## config.mk

```make
export PLATFORM = sky130hd
export DESIGN_NAME = relay_guard
export DESIGN_NICKNAME = d
export VERILOG_FILES = /design/src/rtl/relay_guard_pkg.sv /design/src/rtl/rg_oc_debounce.sv /design/src/rtl/rg_fault_store.sv /design/src/rtl/rg_drive_sel.sv /design/src/rtl/relay_guard.sv
export SDC_FILE = /design/constraint.sdc
export NUM_CORES = 1
export LEC_CHECK = 0
export CORE_AREA = 2 2 39 41
export DETAILED_ROUTE_END_ITERATION = 16
export DIE_AREA = 0 0 41 43
export SLEW_MARGIN = 0
export SYNTH_ARGS = -nofsm -noshare
export SYNTH_HDL_FRONTEND = slang
export SYNTH_SLANG_ARGS = --single-unit
```

## constraint.sdc

```tcl
create_clock -name clk -period 2.8 [get_ports clk]
set_input_delay 0.28 -clock clk [delete_from_list [all_inputs] [get_ports clk]]
set_output_delay 0.28 -clock clk [all_outputs]
set_load 0.005 [all_outputs]
```

## src/rtl/relay_guard_pkg.sv

```systemverilog
package relay_guard_pkg;
  typedef enum logic [1:0] {
    DRV_OFF   = 2'd0,
    DRV_REQ   = 2'd1,
    DRV_FORCE = 2'd2
  } drive_src_e;
endpackage

```

## src/rtl/rg_oc_debounce.sv

```systemverilog
module rg_oc_debounce #(
  parameter int TRIP_TICKS = 10
) (
  input  logic clk,
  input  logic rst_n,
  input  logic ms_tick,
  input  logic oc_flag,
  input  logic blank,
  output logic trip
);
  localparam int CNT_W = $clog2(TRIP_TICKS + 1);
  localparam logic [CNT_W-1:0] LAST = CNT_W'(TRIP_TICKS - 1);
  localparam logic [CNT_W-1:0] TOP  = CNT_W'(TRIP_TICKS);

  logic [CNT_W-1:0] cnt_q;
  logic             armed;

  assign armed = oc_flag && !blank;
  assign trip  = armed && ms_tick && (cnt_q == LAST);

  // Saturating count of ticks seen with the flag held high.
  always_ff @(posedge clk or negedge rst_n) begin
    if (!rst_n) begin
      cnt_q <= '0;
    end else if (!armed) begin
      cnt_q <= '0;
    end else if (ms_tick && (cnt_q != TOP)) begin
      cnt_q <= cnt_q + 1'b1;
    end
  end
endmodule

```

## src/rtl/rg_fault_store.sv

```systemverilog
module rg_fault_store (
  input  logic clk,
  input  logic rst_n,
  input  logic set_i,
  input  logic clr_i,
  output logic fault_o
);
  // Clear wins over set: a release of both switches always empties the store.
  always_ff @(posedge clk or negedge rst_n) begin
    if (!rst_n) begin
      fault_o <= 1'b0;
    end else if (clr_i) begin
      fault_o <= 1'b0;
    end else if (set_i) begin
      fault_o <= 1'b1;
    end
  end
endmodule

```

## src/rtl/rg_drive_sel.sv

```systemverilog
module rg_drive_sel
  import relay_guard_pkg::*;
(
  input  logic rst_n,
  input  logic ldump,
  input  logic fault,
  input  logic req,
  output logic drive
);
  drive_src_e src;

  always_comb begin
    if (!rst_n)      src = DRV_OFF;
    else if (ldump)  src = DRV_FORCE;
    else if (fault)  src = DRV_OFF;
    else             src = DRV_REQ;
  end

  always_comb begin
    unique case (src)
      DRV_FORCE: drive = 1'b1;
      DRV_REQ:   drive = req;
      default:   drive = 1'b0;
    endcase
  end
endmodule

```

## src/rtl/relay_guard.sv

```systemverilog
module relay_guard #(
  parameter int TRIP_TICKS = 10
) (
  input  logic clk,
  input  logic rst_n,
  input  logic ms_tick,
  input  logic relay_req,
  input  logic oc_flag,
  input  logic ldump_flag,
  input  logic sw_int_on,
  input  logic sw_wash_on,
  output logic relay_en,
  output logic fault_latched
);
  logic both_open;
  logic blank;
  logic trip;

  assign both_open = !sw_int_on && !sw_wash_on;
  assign blank     = ldump_flag || both_open;

  rg_oc_debounce #(.TRIP_TICKS(TRIP_TICKS)) u_deb (
    .clk     (clk),
    .rst_n   (rst_n),
    .ms_tick (ms_tick),
    .oc_flag (oc_flag),
    .blank   (blank),
    .trip    (trip)
  );

  rg_fault_store u_store (
    .clk     (clk),
    .rst_n   (rst_n),
    .set_i   (trip),
    .clr_i   (both_open),
    .fault_o (fault_latched)
  );

  rg_drive_sel u_drv (
    .rst_n (rst_n),
    .ldump (ldump_flag),
    .fault (fault_latched),
    .req   (relay_req),
    .drive (relay_en)
  );
endmodule

```

* Word level (Yosys, flattened, before mapping) *
Cells that the tools add are included.

word-level totals
  word-level logic and storage cells = 26
  flip-flop bits (word level) = 5

cells by class
  $add $sub $neg = 1
  reduce and logical (&&, ||, !) cells = 10
  equality and inequality tests = 5
  multiplexer cells = 8

operators by type and width
  operator             number
  $mux 4               2
  $logic_and 1x1->1    5
  $add 4x1->4 const B  1
  $eq 4x4->1 const B   1
  $mux 2               2
  $ne 4x4->1 const B   1
  $logic_not 1->1      3
  $mux 1               3
  $eq 2x1->1 const B   1
  $eq 2x2->1 const B   1
  $ne 2x2->1 const B   1
  $pmux 1 s2           1
  $reduce_bool 2->1    1
  $logic_or 1x1->1     1

* Depth between registers and ports, before layout *
Gate-level depths: netlist of run 1.

  word-level depth = 9
  gate-level depth with buffers = 5

* Hierarchy *
Synthesis of run 1 repeated with hierarchy kept, for this count alone.

unflattened totals
  cell total of the unflattened synthesis = 40
  area, all modules = 360.3 µm²

modules (own cells, without submodules)
  module          seq. area each (µm²)  instances  area each (µm²)  cells an instance
  rg_oc_debounce  100.1                 1          259.0            27
  rg_drive_sel    0.0                   1          55.1             9
  rg_fault_store  25.0                  1          35.0             2
  relay_guard     0.0                   1          11.3             2

* Least setup slack after synthesis of run 1 *
No wires, ideal clock.

  path kind = reg2reg
  start point = register u_deb.cnt_q[0]
  end point = register u_deb.cnt_q[1]
  required time = 2.713 ns
  stages on the path, launching flop included = 6
  slack = 1.643 ns
  arrival time = 1.070 ns
  setup time = 0.087 ns
  path buffers = 0
  clock period less this slack = 1.157 ns
  path through = dfrtp_1 > inv_1 > ha_1 > nand3b_1 > and2_4 > a211oi_2

on the way
  cells in the longest elaborated chain, start to end = 3
  elaborated cells on any way between the ends = 6
  those cells by class = 1 x add/sub; 2 x eq/ne; 2 x mux; 1 x reduce/logical

ends and longest elaborated chain
  item                                         line                                        text
  start, declared                              rg_oc_debounce.sv:15                        logic [CNT_W-1:0] cnt_q;
  start signal, assigned                       rg_oc_debounce.sv:28                        cnt_q <= cnt_q + 1'b1;
  $add 4x1->4 or $ne 4x4->1 (tied branches)    rg_oc_debounce.sv:28, rg_oc_debounce.sv:27
  $mux 4 or $logic_and 1x1->1 (tied branches)  rg_oc_debounce.sv:27                        end else if (ms_tick && (cnt_q != TOP)) begin
  $mux 4 or $ne 2x2->1 (tied branches)         --

Several ways; a longest one is shown, not always the timed one. The select of a mux whose other input is x is not followed.
A chain may end at the register's enable or synchronous reset.

* Worst setup path after layout of run 1 *
  start point = input rst_n
  end point = output relay_en

on the way
  cells in the longest elaborated chain, start to end = 3
  elaborated cells on any way between the ends = 4
  those cells by class = 2 x eq/ne; 2 x mux

ends and longest elaborated chain
  item                                      line                text
  start, declared                           relay_guard.sv:5    input logic rst_n,
  $mux 2 (*)                                rg_drive_sel.sv:13  if (!rst_n) src = DRV_OFF;
  $eq 2x1->1 or $eq 2x2->1 (tied branches)  rg_drive_sel.sv:20  unique case (src)
  $pmux 1 s2 (*)                            rg_drive_sel.sv:20
  end, declared                             relay_guard.sv:12   output logic relay_en,

Every way passes the cells marked *; elsewhere a longest branch is shown, timed or not.

==> results of run 1 <==
-- cell families (layout without fill, tap and decap cells) --
logic type	Yosys count	after routing	share of synthesized area
buf+inv	2	15	0.0235
compound gates	6	6	0.141
mux	1	1	0.0314
flops	5	5	0.392
simple gates	15	15	0.267
fa+ha+maj	3	3	0.118
xor+xnor	1	1	0.0275
-- Yosys cell counts --
library cell,number
a211o_1,1
a211oi_2,1
a21oi_1,2
a31oi_1,1
and2_4,1
and4b_2,1
dfrtp_1,5
ha_1,3
inv_1,2
mux2i_1,1
nand2_1,3
nand3_1,2
nand3b_1,1
nand4_1,1
nor2_1,3
nor2b_1,2
o21a_1,1
or2_2,1
xor2_1,1
-- layer usage --
| metal | wire length, um | global-route usage | share of wire |
|---|---|---|---|
| met1 | 254 | 0.116 | 0.43 |
| met2 | 299 | 0.116 | 0.50 |
| met3 | 16 | 0.0314 | 0.027 |
| met4 | 26 | 0.0800 | 0.044 |
| met5 | 0 | 0 | 0 |
-- through the flow --
| stage | util | setup slack (ns) | total power, mW |
|---|---|---|---|
| final | 0.329 | 1.01 | 0.183 |
| after global routing | 0.329 | 0.934 | 0.194 |
| after CTS | 0.329 | 0.982 | 0.190 |
| after detailed placement | 0.310 | 0.982 | 0.101 |
| after global placement | 0.310 | 0.987 | 0.101 |
| after floorplan | - | 1.64 | 0.0858 |
-- area by class of cell --
class / count / area (sq um)
Tap cell: 16 / 20.0
Multi-Input combinational cell: 26 / 186
Timing Repair Buffer: 9 / 90.1
Inverter: 2 / 7.51
Clock buffer: 4 / 26.3
Fill cell: 139 / 928
Sequential cell: 5 / 125
-- how the worst min path moves through the flow --
stage | from | end | slack (ns)
final | rst_n | u_deb.cnt_q[0]$_DFFE_PN0P_ | 0.26
after global routing | rst_n | u_deb.cnt_q[0]$_DFFE_PN0P_ | 0.27
after CTS | rst_n | u_deb.cnt_q[0]$_DFFE_PN0P_ | 0.25
after detailed placement | rst_n | u_store.fault_o$_DFFE_PN0P_ | 0.52
after global placement | rst_n | u_store.fault_o$_DFFE_PN0P_ | 0.52
after floorplan | rst_n | u_deb.cnt_q[0]$_DFFE_PN0P_ | -0.02
-- flip-flops by register name, indices dropped and copies added, names as in the netlist --
| signal | flops |
|---|---|
| u_deb.cnt_q | 4 |
| u_store.fault_o | 1 |
-- power by group --
| group | total (mW) | switching [mW] | internal [mW] |
|---|---|---|---|
| sequential | 0.0751 | 0.00149 | 0.0736 |
| clock | 0.0834 | 0.0295 | 0.0539 |
| combinational | 0.0249 | 0.00947 | 0.0155 |
-- critical path, stage by stage --
cell and delay [ns]:
clkdlybuf4s50_1 0.59, o21a_1 0.15, clkdlybuf4s50_1 0.48
==> metrics.md, run 1 <==
| Metric | Value |
|---|---|
| Finish-stage setup viols | 0 |
| Post-Syn Area per Cell | 9.67 sq um |
| Max IR drop VDD | 0.215 mV |
| RSZ-0062 raised after global routing | false |
| Hold WC Path Type | in -> async |
| Routed wire length per instance | 9.63 um |
| Commonest non-fill, non-tap cell in the layout | clkdlybuf4s50_1 |
| Synth warnings | 0 |
| Placed insts | 58 |
| Seq/Total Area, Yosys | 0.392 |
| Cts hold-fix bufs | 0 |
| Fin crit share | 0.641 |
| Syn nets | 44 |
| GPL Wtd Cong | 0.680 |
| WL final | 597 um |
| Post-route cell area | 455 sq um |
| Hold slack final | 0.259 ns |
| Slew margin rel. | 0.836 |
| CTS resizes | 0 |
| Status | complete, no violations |
| Most frequent cells in the layout | 9 x clkdlybuf4s50_1, 5 x dfrtp_1 |
| H-tree depth | 1 |
| Worst Setup EP | relay_en |
| Vias in the first global route | 253 |
| IO Port Bufs | 9 |
| First-pass GRT wire length | 1.03 mm |
| Post-route ant nets | 0 |
| TritonCTS Buffers | 3 |
| R2R Setup Slk | 1.54 ns |
| Final nets | 58 |
| DR vias/cell | 4.45 |
| Setup Buffers After CTS | 0 |
| Max Clock Freq | 557 MHz |
| Pleak | 0.190 nW |
| Setup Total Neg Slack | 0 ns |
| Layout cells sized above 1 | 0.152 |
| Post-synthesis cell count | 33 |
| Final non-filler cell total | 62 |
| First drt pass iteration count | 4 |
| PD cells | 403 mW/mm^2 |
| Clock Sinks | 5 |
| Largest cells by area after synthesis | dfrtp_1 39%, ha_1 12%, a211oi_2 3.9% |
| Core Region | 0.00138 sq mm |
| Crit path from | rst_n |
| Post-DP HPWL | 463 um |
| Initial antenna violation count | 0 |
| Top Ports | 10 |
| Fin crit period | 1.79 ns |
| Die X | 41 um |
| Initial Util | 0.231 |
| Worst Clk Skew | 0.00373 ns |
| R2R depth | 5 |
| Crit Path Max Fanout | 6 |
| Yosys top cell area share | 0.392 |
| DIE AREA | 0.00176 sq mm |
| CTS Buffer Depth | 2 |
| Hold Vio Cnt, Final | 0 |
| Placed Area | 429 sq um |
| Die Height | 43 um |
| Overall Global Routing Usage | 0.0911 |
| Area Overhead vs Synth | 42.7% |
| Cell variety after synth | 19 |
| Worst-margin pin slew | 0.245 ns |
| Post-route DRC | 0 |
| Synth Register Bits | 5 |
| Clk_lat worst skew | 0.24 ns |
| Largest net degree at the start of global routing | 7 |
| Area leader, netlist | dfrtp_1 |
| Clk slew on worst S/H paths | 0.04 ns |
| CP startpoint kind | primary input |
| Worst reg2reg path startpoint | u_deb.cnt_q[0]$_DFFE_PN0P_ |
| FF-to-FF End | u_deb.cnt_q[1]$_DFFE_PN0P_ |
| Starting DRC count in detailed routing | 4 |
| Data arrival, critical path | 1.51 ns |
| Setup CP Type | in -> out |
| # diodes | 0 |
| Max-cap violations | 0 |
| Row cnt | 14 |
| Grt ovf | 0 |
| Root Driver | clkbuf_4 |
| Slew Limit Fails | 0 |
| CP required | 2.52 ns |
| CTS tree | done |
| Netlist Area Pre-Place | 319 sq um |
| Vias | 276 |
| Crit end category | primary output |
(Power assumes the default switching activity.)
==> run 2: changes to the inputs <==
clock period = 1.6 ns   (was 2.8 ns; I/O delays follow)
==> run 2 against run 1 <==
Against the previous run:
- cell area rose by 1.6%
- routed wire length rose by 4.9%
- utilization rose by 0.54 points
- cell count rose by 1.6%
- critical path depth did not move
- combinational power rose by 84%
- hold slack got worse by 0.039 ns
- die area did not move
- sequential power rose by 76%
- sequential cell count did not move
- critical endpoint unchanged
- largest cell class unchanged
- highest routed layer is now met3
==> metrics.md, run 2 (same netlist as run 1, synthesis figures left out) <==
| Metric | Value |
|---|---|
| Hold Vio Cnt, Final | 0 (unchanged) |
| Overall Global Routing Usage | 0.0921 (was 0.0911) |
| CP required | 1.44 ns (was 2.52 ns) |
| DR vias/cell | 4.32 (was 4.45) |
| H-tree depth | 1 (unchanged) |
| # diodes | 0 (unchanged) |
| GRT met2 Usage | 0.134 (was 0.116) |
| FF-to-FF End | u_deb.cnt_q[1]$_DFFE_PN0P_ (unchanged) |
| GPL Wtd Cong | 0.743 (was 0.680) |
| Most Crowded Layer GR | met2 (unchanged) |
| Most frequent cells in the layout | 9 x clkdlybuf4s50_1, 5 x dfrtp_1 (unchanged) |
| Die X | 41 um (unchanged) |
| Max IR drop VDD | 0.323 mV (was 0.215 mV) |
| DIE AREA | 0.00176 sq mm (unchanged) |
| Layout cells sized above 1 | 0.170 (was 0.152) |
| Slowest stage delay, CP | 0.49 ns (was 0.59 ns) |
| Setup Buffers After CTS | 0 (unchanged) |
| Pleak | 0.195 nW (was 0.190 nW) |
| Finish-stage setup viols | 0 (unchanged) |
| Critical-path cell with the highest stage delay | clkdlybuf4s50_1 (unchanged) |
| Max reg flops | 4 (unchanged) |
| Pre-CTS WS | 0.110 ns (was 0.982 ns) |
| Max Clock Freq | 672 MHz |
| Fin crit period | 1.49 ns |
| Area Overhead vs Synth | 45.1% (was 42.7%) |
| Row cnt | 14 (unchanged) |
| Cts hold-fix bufs | 0 (unchanged) |
| Status | complete, no violations (unchanged) |
| Clock Sinks | 5 (unchanged) |
| TritonCTS Buffers | 3 (unchanged) |
| Setup CP Type | reg -> out (was in -> out) |
| CTS resizes | 0 (unchanged) |
| Starting DRC count in detailed routing | 1 (was 4) |
| Hold slack final | 0.221 ns (was 0.259 ns) |
| Hold WC Path Type | in -> async (unchanged) |
| Largest net degree at the start of global routing | 6 (was 7) |
| Core Region | 0.00138 sq mm (unchanged) |
| Post-route DRC | 0 (unchanged) |
| R2R Setup Slk | 0.31 ns (was 1.54 ns) |
| Grt ovf | 0 (unchanged) |
| Slew margin rel. | 0.815 (was 0.836) |
| CP startpoint kind | flop (was primary input) |
| Worst Clk Skew | 0.00223 ns (was 0.00373 ns) |
| Vias | 272 (was 276) |
| Root Driver | clkbuf_4 (unchanged) |
| Area occupied by multi-input gates | 186 sq um (unchanged) |
| Clk_lat worst skew | 0.24 ns (about the same) |
| Reg area | 125 sq um (unchanged) |
| Post-DP HPWL | 521 um (was 463 um) |
| Fin crit share | 0.930 |
| Biggest register | u_deb.cnt_q (unchanged) |
| Crit end category | primary output (unchanged) |
| Die Height | 43 um (unchanged) |
| Setup Total Neg Slack | 0 ns (unchanged) |
| Total chip power | 319 uW (was 183 uW) |
| Crit Path Max Fanout | 3 (was 6) |
| Clk slew on worst S/H paths | 0.04 ns (about the same) |
| Routed wire length per instance | 9.94 um (was 9.63 um) |
| CTS tree | done (unchanged) |
| WL final | 626 um (was 597 um) |
| Post-route cell area | 463 sq um (was 455 sq um) |
| IO Port Bufs | 9 (unchanged) |
| R2R depth | 5 (unchanged) |
| Worst-margin pin slew | 0.277 ns (was 0.245 ns) |
| Data arrival, critical path | 1.33 ns (was 1.51 ns) |
| PD cells | 690 mW/mm^2 (was 403 mW/mm^2) |
| Placed Area | 437 sq um (was 429 sq um) |
| Largest registers | u_deb.cnt_q (4), u_store.fault_o (1) (unchanged) |
| Top Ports | 10 (unchanged) |
| Post-route ant nets | 0 (unchanged) |
| First drt pass iteration count | 2 (was 4) |
| Worst-path cell chain | nor2b_1 > o21a_1 > clkdlybuf4s50_1 (was clkdlybuf4s50_1 > o21a_1 > clkdlybuf4s50_1) |
| Crit path from | u_store.fault_o$_DFFE_PN0P_ (was rst_n) |
| Initial Util | 0.231 (unchanged) |
| Slew Limit Fails | 0 (unchanged) |
| Final nets | 59 (was 58) |
| First-pass GRT wire length | 1.09 mm (was 1.03 mm) |
| Vias in the first global route | 264 (was 253) |
| Met3 global-route usage | 0.0157 (was 0.0314) |
| Worst reg2reg path startpoint | u_deb.cnt_q[0]$_DFFE_PN0P_ (unchanged) |
| Setup slack after layout | 0.112 ns (was 1.01 ns) |
| RSZ-0062 raised after global routing | false (unchanged) |
| Commonest non-fill, non-tap cell in the layout | clkdlybuf4s50_1 (unchanged) |
| Initial antenna violation count | 0 (unchanged) |
| GR Util met1 | 0.119 (was 0.116) |
| Fillers | 146 (was 139) |
| Max-cap violations | 0 (unchanged) |
| CTS Buffer Depth | 2 (unchanged) |
-- run 2: changes by cell type in the layout (fill, tap and decap cells not counted), sizes merged --
cell,delta
buf,+1
-- run 2: per-layer routing --
metal  share of wire  vias up  wire length (um)
met4               0        0                 0
met1            0.46      127               290
met5               0        -                 0
li1                -      144                 -
met2            0.53        1               330
met3          0.0080        0                 5
-- run 2: where the power goes --
part,internal [mW],switching [mW]
sequential,0.129,0.00283
clock,0.0940,0.0476
combinational,0.0286,0.0173
total,0.251,0.0678
-- run 2: worst max path at each step --
| stage | end | slack, ns |
|---|---|---|
| after floorplan | u_deb.cnt_q[1]$_DFFE_PN0P_ | 0.44 |
| after global placement | relay_en | 0.11 |
| after detailed placement | relay_en | 0.11 |
| after CTS | relay_en | 0.09 |
| after global routing | relay_en | 0.03 |
| final | relay_en | 0.11 |
-- run 2: final cells by class --
cell class,count,area share
inverters,2,0.0162
clock buffers,4,0.0568
well taps,16,0.0432
multi-input cells,26,0.403
flip-flops and latches,5,0.270
repair buffers,10,0.211
-- run 2: per-stage QoR --
| stage | instances | util |
|---|---|---|
| finish | 63 | 0.335 |
| global route | 63 | 0.335 |
| CTS | 63 | 0.335 |
| detailed placement | 59 | 0.316 |
| global placement | 59 | 0.316 |
| floorplan | 33 | - |
-- run 2: worst max-delay path, delay by kind of cell, from the launching register on --
kind                   cells  cell delay [ns]
buffers and inverters      1             0.49
AOI/OAI and AO/OA          1             0.11
and+or+nand+nor            1             0.11
DFF                        1             0.38
==> run 3: changes to the inputs <==
clock period = 1.2 ns   (was 1.6 ns; I/O delays follow)
==> run 3 against run 2 <==
Against the previous run:
- hold slack worse by 0.032 ns
- critical path depth grew 2
- combinational power is 66% higher
- first-iteration DRC count unchanged
==> metrics.md, run 3 (same netlist as run 1, synthesis figures left out) <==
| Metric | Value |
|---|---|
| Status | complete, no violations (unchanged) |
| CTS Buffer Depth | 2 (unchanged) |
| Starting DRC count in detailed routing | 1 (unchanged) |
| Sequential share of power | 0.402 (was 0.413) |
| DR vias/cell | 4.25 (was 4.32) |
| Most frequent cells in the layout | 7 x clkdlybuf4s50_1, 6 x buf_4, 3 x nor2_1, 3 x clkbuf_4, 3 x dfrtp_1 (was 9 x clkdlybuf4s50_1, 5 x dfrtp_1) |
| GR Util met1 | 0.119 (unchanged) |
| Setup CP Type | reg -> reg (was reg -> out) |
| Overall Global Routing Usage | 0.0860 (was 0.0921) |
| Total chip power | 439 uW (was 319 uW) |
| Core Region | 0.00138 sq mm (unchanged) |
| Final nets | 65 (was 59) |
| H-tree depth | 1 (unchanged) |
| # diodes | 0 (unchanged) |
| Pint | 345 uW (was 252 uW) |
| Slowest stage delay, CP | 0.43 ns (was 0.49 ns) |
| Hold Vio Cnt, Final | 0 (unchanged) |
| Family with the most delay on the worst path | flip-flops (was buffers and inverters) |
| Post-route cell area | 549 sq um (was 463 sq um) |
| IO Port Bufs | 9 (unchanged) |
| Largest registers | u_deb.cnt_q (4), u_store.fault_o (1) (unchanged) |
| Worst Clk Skew | 0.00107 ns (was 0.00223 ns) |
| Finish-stage setup viols | 0 (unchanged) |
| Slew Limit Fails | 0 (unchanged) |
| Root Driver | clkbuf_4 (unchanged) |
| Fin crit period | 1.18 ns |
| Met3 global-route usage | 0 (was 0.0157) |
| Most Crowded Layer GR | met2 (unchanged) |
| Hold slack final | 0.189 ns (was 0.221 ns) |
| Commonest non-fill, non-tap cell in the layout | clkdlybuf4s50_1 (unchanged) |
| Max Clock Freq | 845 MHz |
| Data arrival, critical path | 1.33 ns (about the same) |
| Row cnt | 14 (unchanged) |
| Vias in the first global route | 285 (was 264) |
| Gate power share | 0.174 (was 0.144) |
| Crit Path Max Fanout | 4 (was 3) |
| First-pass GRT wire length | 1.07 mm (was 1.09 mm) |
| Die Height | 43 um (unchanged) |
| RSZ-0062 raised after global routing | true (was false) |
| WL final | 702 um (was 626 um) |
| CP required | 1.35 ns (was 1.44 ns) |
| Post-DP HPWL | 506 um (was 521 um) |
| Post-route ant nets | 0 (unchanged) |
| Clock network power share | 0.424 (was 0.444) |
| Setup Total Neg Slack | 0 ns (unchanged) |
| Worst-margin pin slew | 0.356 ns (was 0.277 ns) |
| Die X | 41 um (unchanged) |
| Fin crit share | 0.986 |
| CTS tree | done (unchanged) |
| Crit end category | flop (was primary output) |
| Vias | 293 (was 272) |
| Routed wire length per instance | 10.2 um (was 9.94 um) |
| Layout cells sized above 1 | 0.434 (was 0.170) |
| Bufs and invs on worst path | 1 (unchanged) |
| PD cells | 799 mW/mm^2 (was 690 mW/mm^2) |
| Max-cap violations | 0 (unchanged) |
| GPL Wtd Cong | 0.717 (was 0.743) |
| Cts hold-fix bufs | 0 (unchanged) |
| Critical-path cell with the highest stage delay | dfrtp_2 (was clkdlybuf4s50_1) |
| Placed Area | 474 sq um (was 437 sq um) |
| Crit path from | u_deb.cnt_q[0]$_DFFE_PN0P_ (was u_store.fault_o$_DFFE_PN0P_) |
| Initial antenna violation count | 0 (unchanged) |
| Largest net degree at the start of global routing | 6 (unchanged) |
| First drt pass iteration count | 2 (unchanged) |
| Final Util | 0.397 (was 0.335) |
| DIE AREA | 0.00176 sq mm (unchanged) |
| Area Overhead vs Synth | 72.2% (was 45.1%) |
| Slew margin rel. | 0.762 (was 0.815) |
| Initial Util | 0.231 (unchanged) |
| Grt ovf | 0 (unchanged) |
| GRT met2 Usage | 0.125 (was 0.134) |
| Hold WC Path Type | in -> async (unchanged) |
| TritonCTS Buffers | 3 (unchanged) |
| Worst-path cell chain | inv_2 > ha_4 > nand3b_1 > and2_4 > a211oi_2 (was nor2b_1 > o21a_1 > clkdlybuf4s50_1) |
| Pleak | 0.231 nW (was 0.195 nW) |
| Top Ports | 10 (unchanged) |
| Clk slew on worst S/H paths | 0.04 ns (about the same) |
| Switching power total | 94.2 uW (was 67.8 uW) |
| Clk_lat worst skew | 0.23 ns (was 0.24 ns) |
| Post-route DRC | 0 (unchanged) |
| CP startpoint kind | flop (unchanged) |
| Biggest register | u_deb.cnt_q (unchanged) |
| Clock Sinks | 5 (unchanged) |
| Switching share of power | 0.215 (was 0.212) |
| Max reg flops | 4 (unchanged) |
| Worst reg2reg path startpoint | u_deb.cnt_q[0]$_DFFE_PN0P_ (unchanged) |
| Max IR drop VDD | 0.462 mV (was 0.323 mV) |
[run 3: cell types whose count changed in the layout (fill, tap and decap cells not counted), sizes merged]
cell and delta:
clkdlybuf4s50 -2, buf +6, dlygate4sd2 +1, clkdlybuf4s15 +1
[run 3: cell type report]
cell class	count	area (sq um)
Multi-Input combinational cell	26	223
Clock buffer	4	26.3
Sequential cell	5	128
Tap cell	16	20.0
Timing Repair Buffer	16	145
Fill cell	137	835
Inverter	2	7.51
[run 3: power by group through the flow]
stage | clock network [mW] | registers, mW | logic [mW]
2_1_floorplan | 0 | 0.177 | 0.0234
3_3_place_gp | 0 | 0.177 | 0.0677
3_5_place_dp | 0 | 0.177 | 0.0684
4_1_cts | 0.198 | 0.175 | 0.0686
5_1_grt | 0.199 | 0.177 | 0.0842
6_report | 0.186 | 0.177 | 0.0764
[run 3: worst reg2reg max path: cells and delay by family, from the launching register on]
family | cells | cell delay [ns]
flip-flops | 1 | 0.43
AND/OR/NAND/NOR | 2 | 0.25
AO/OA/AOI/OAI | 1 | 0.19
adder cells (fa/ha/maj) | 1 | 0.13
buffers and inverters | 1 | 0.09
[run 3: timing repair]
item | 4_1_cts | 5_1_grt
pin swaps | 3 | 2
setup endpoints to repair | 6 | 5
gates resized for setup | 5 | 10
endpoints found under the hold margin | 0 | 0
setup buffers | 0 | 1
[run 3: final timing paths]
check	slack, ns	depth (start not counted)	end
min	0.19	2	u_deb.cnt_q[1]$_DFFE_PN0P_
min reg2reg	0.58	2	u_deb.cnt_q[2]$_DFFE_PN0P_
max	0.02	5	u_deb.cnt_q[1]$_DFFE_PN0P_
max reg2reg	0.02	5	u_deb.cnt_q[1]$_DFFE_PN0P_
min in group clk	0.48	3	u_store.fault_o$_DFFE_PN0P_
max in group asynchronous	0.90	2	u_deb.cnt_q[0]$_DFFE_PN0P_
[run 3: layer usage]
layer	share of wire	wire length, um
met2	0.56	395
met5	0	0
met1	0.43	303
met4	0	0
met3	0.0043	3
[run 3: metrics by stage]
step | setup WS, ns | std cells
after floorplan | 0.0429 | 33
after global placement | -0.204 | 64
after detailed placement | -0.207 | 64
after CTS | -0.0277 | 68
after global routing | -0.0487 | 69
final | 0.0170 | 69
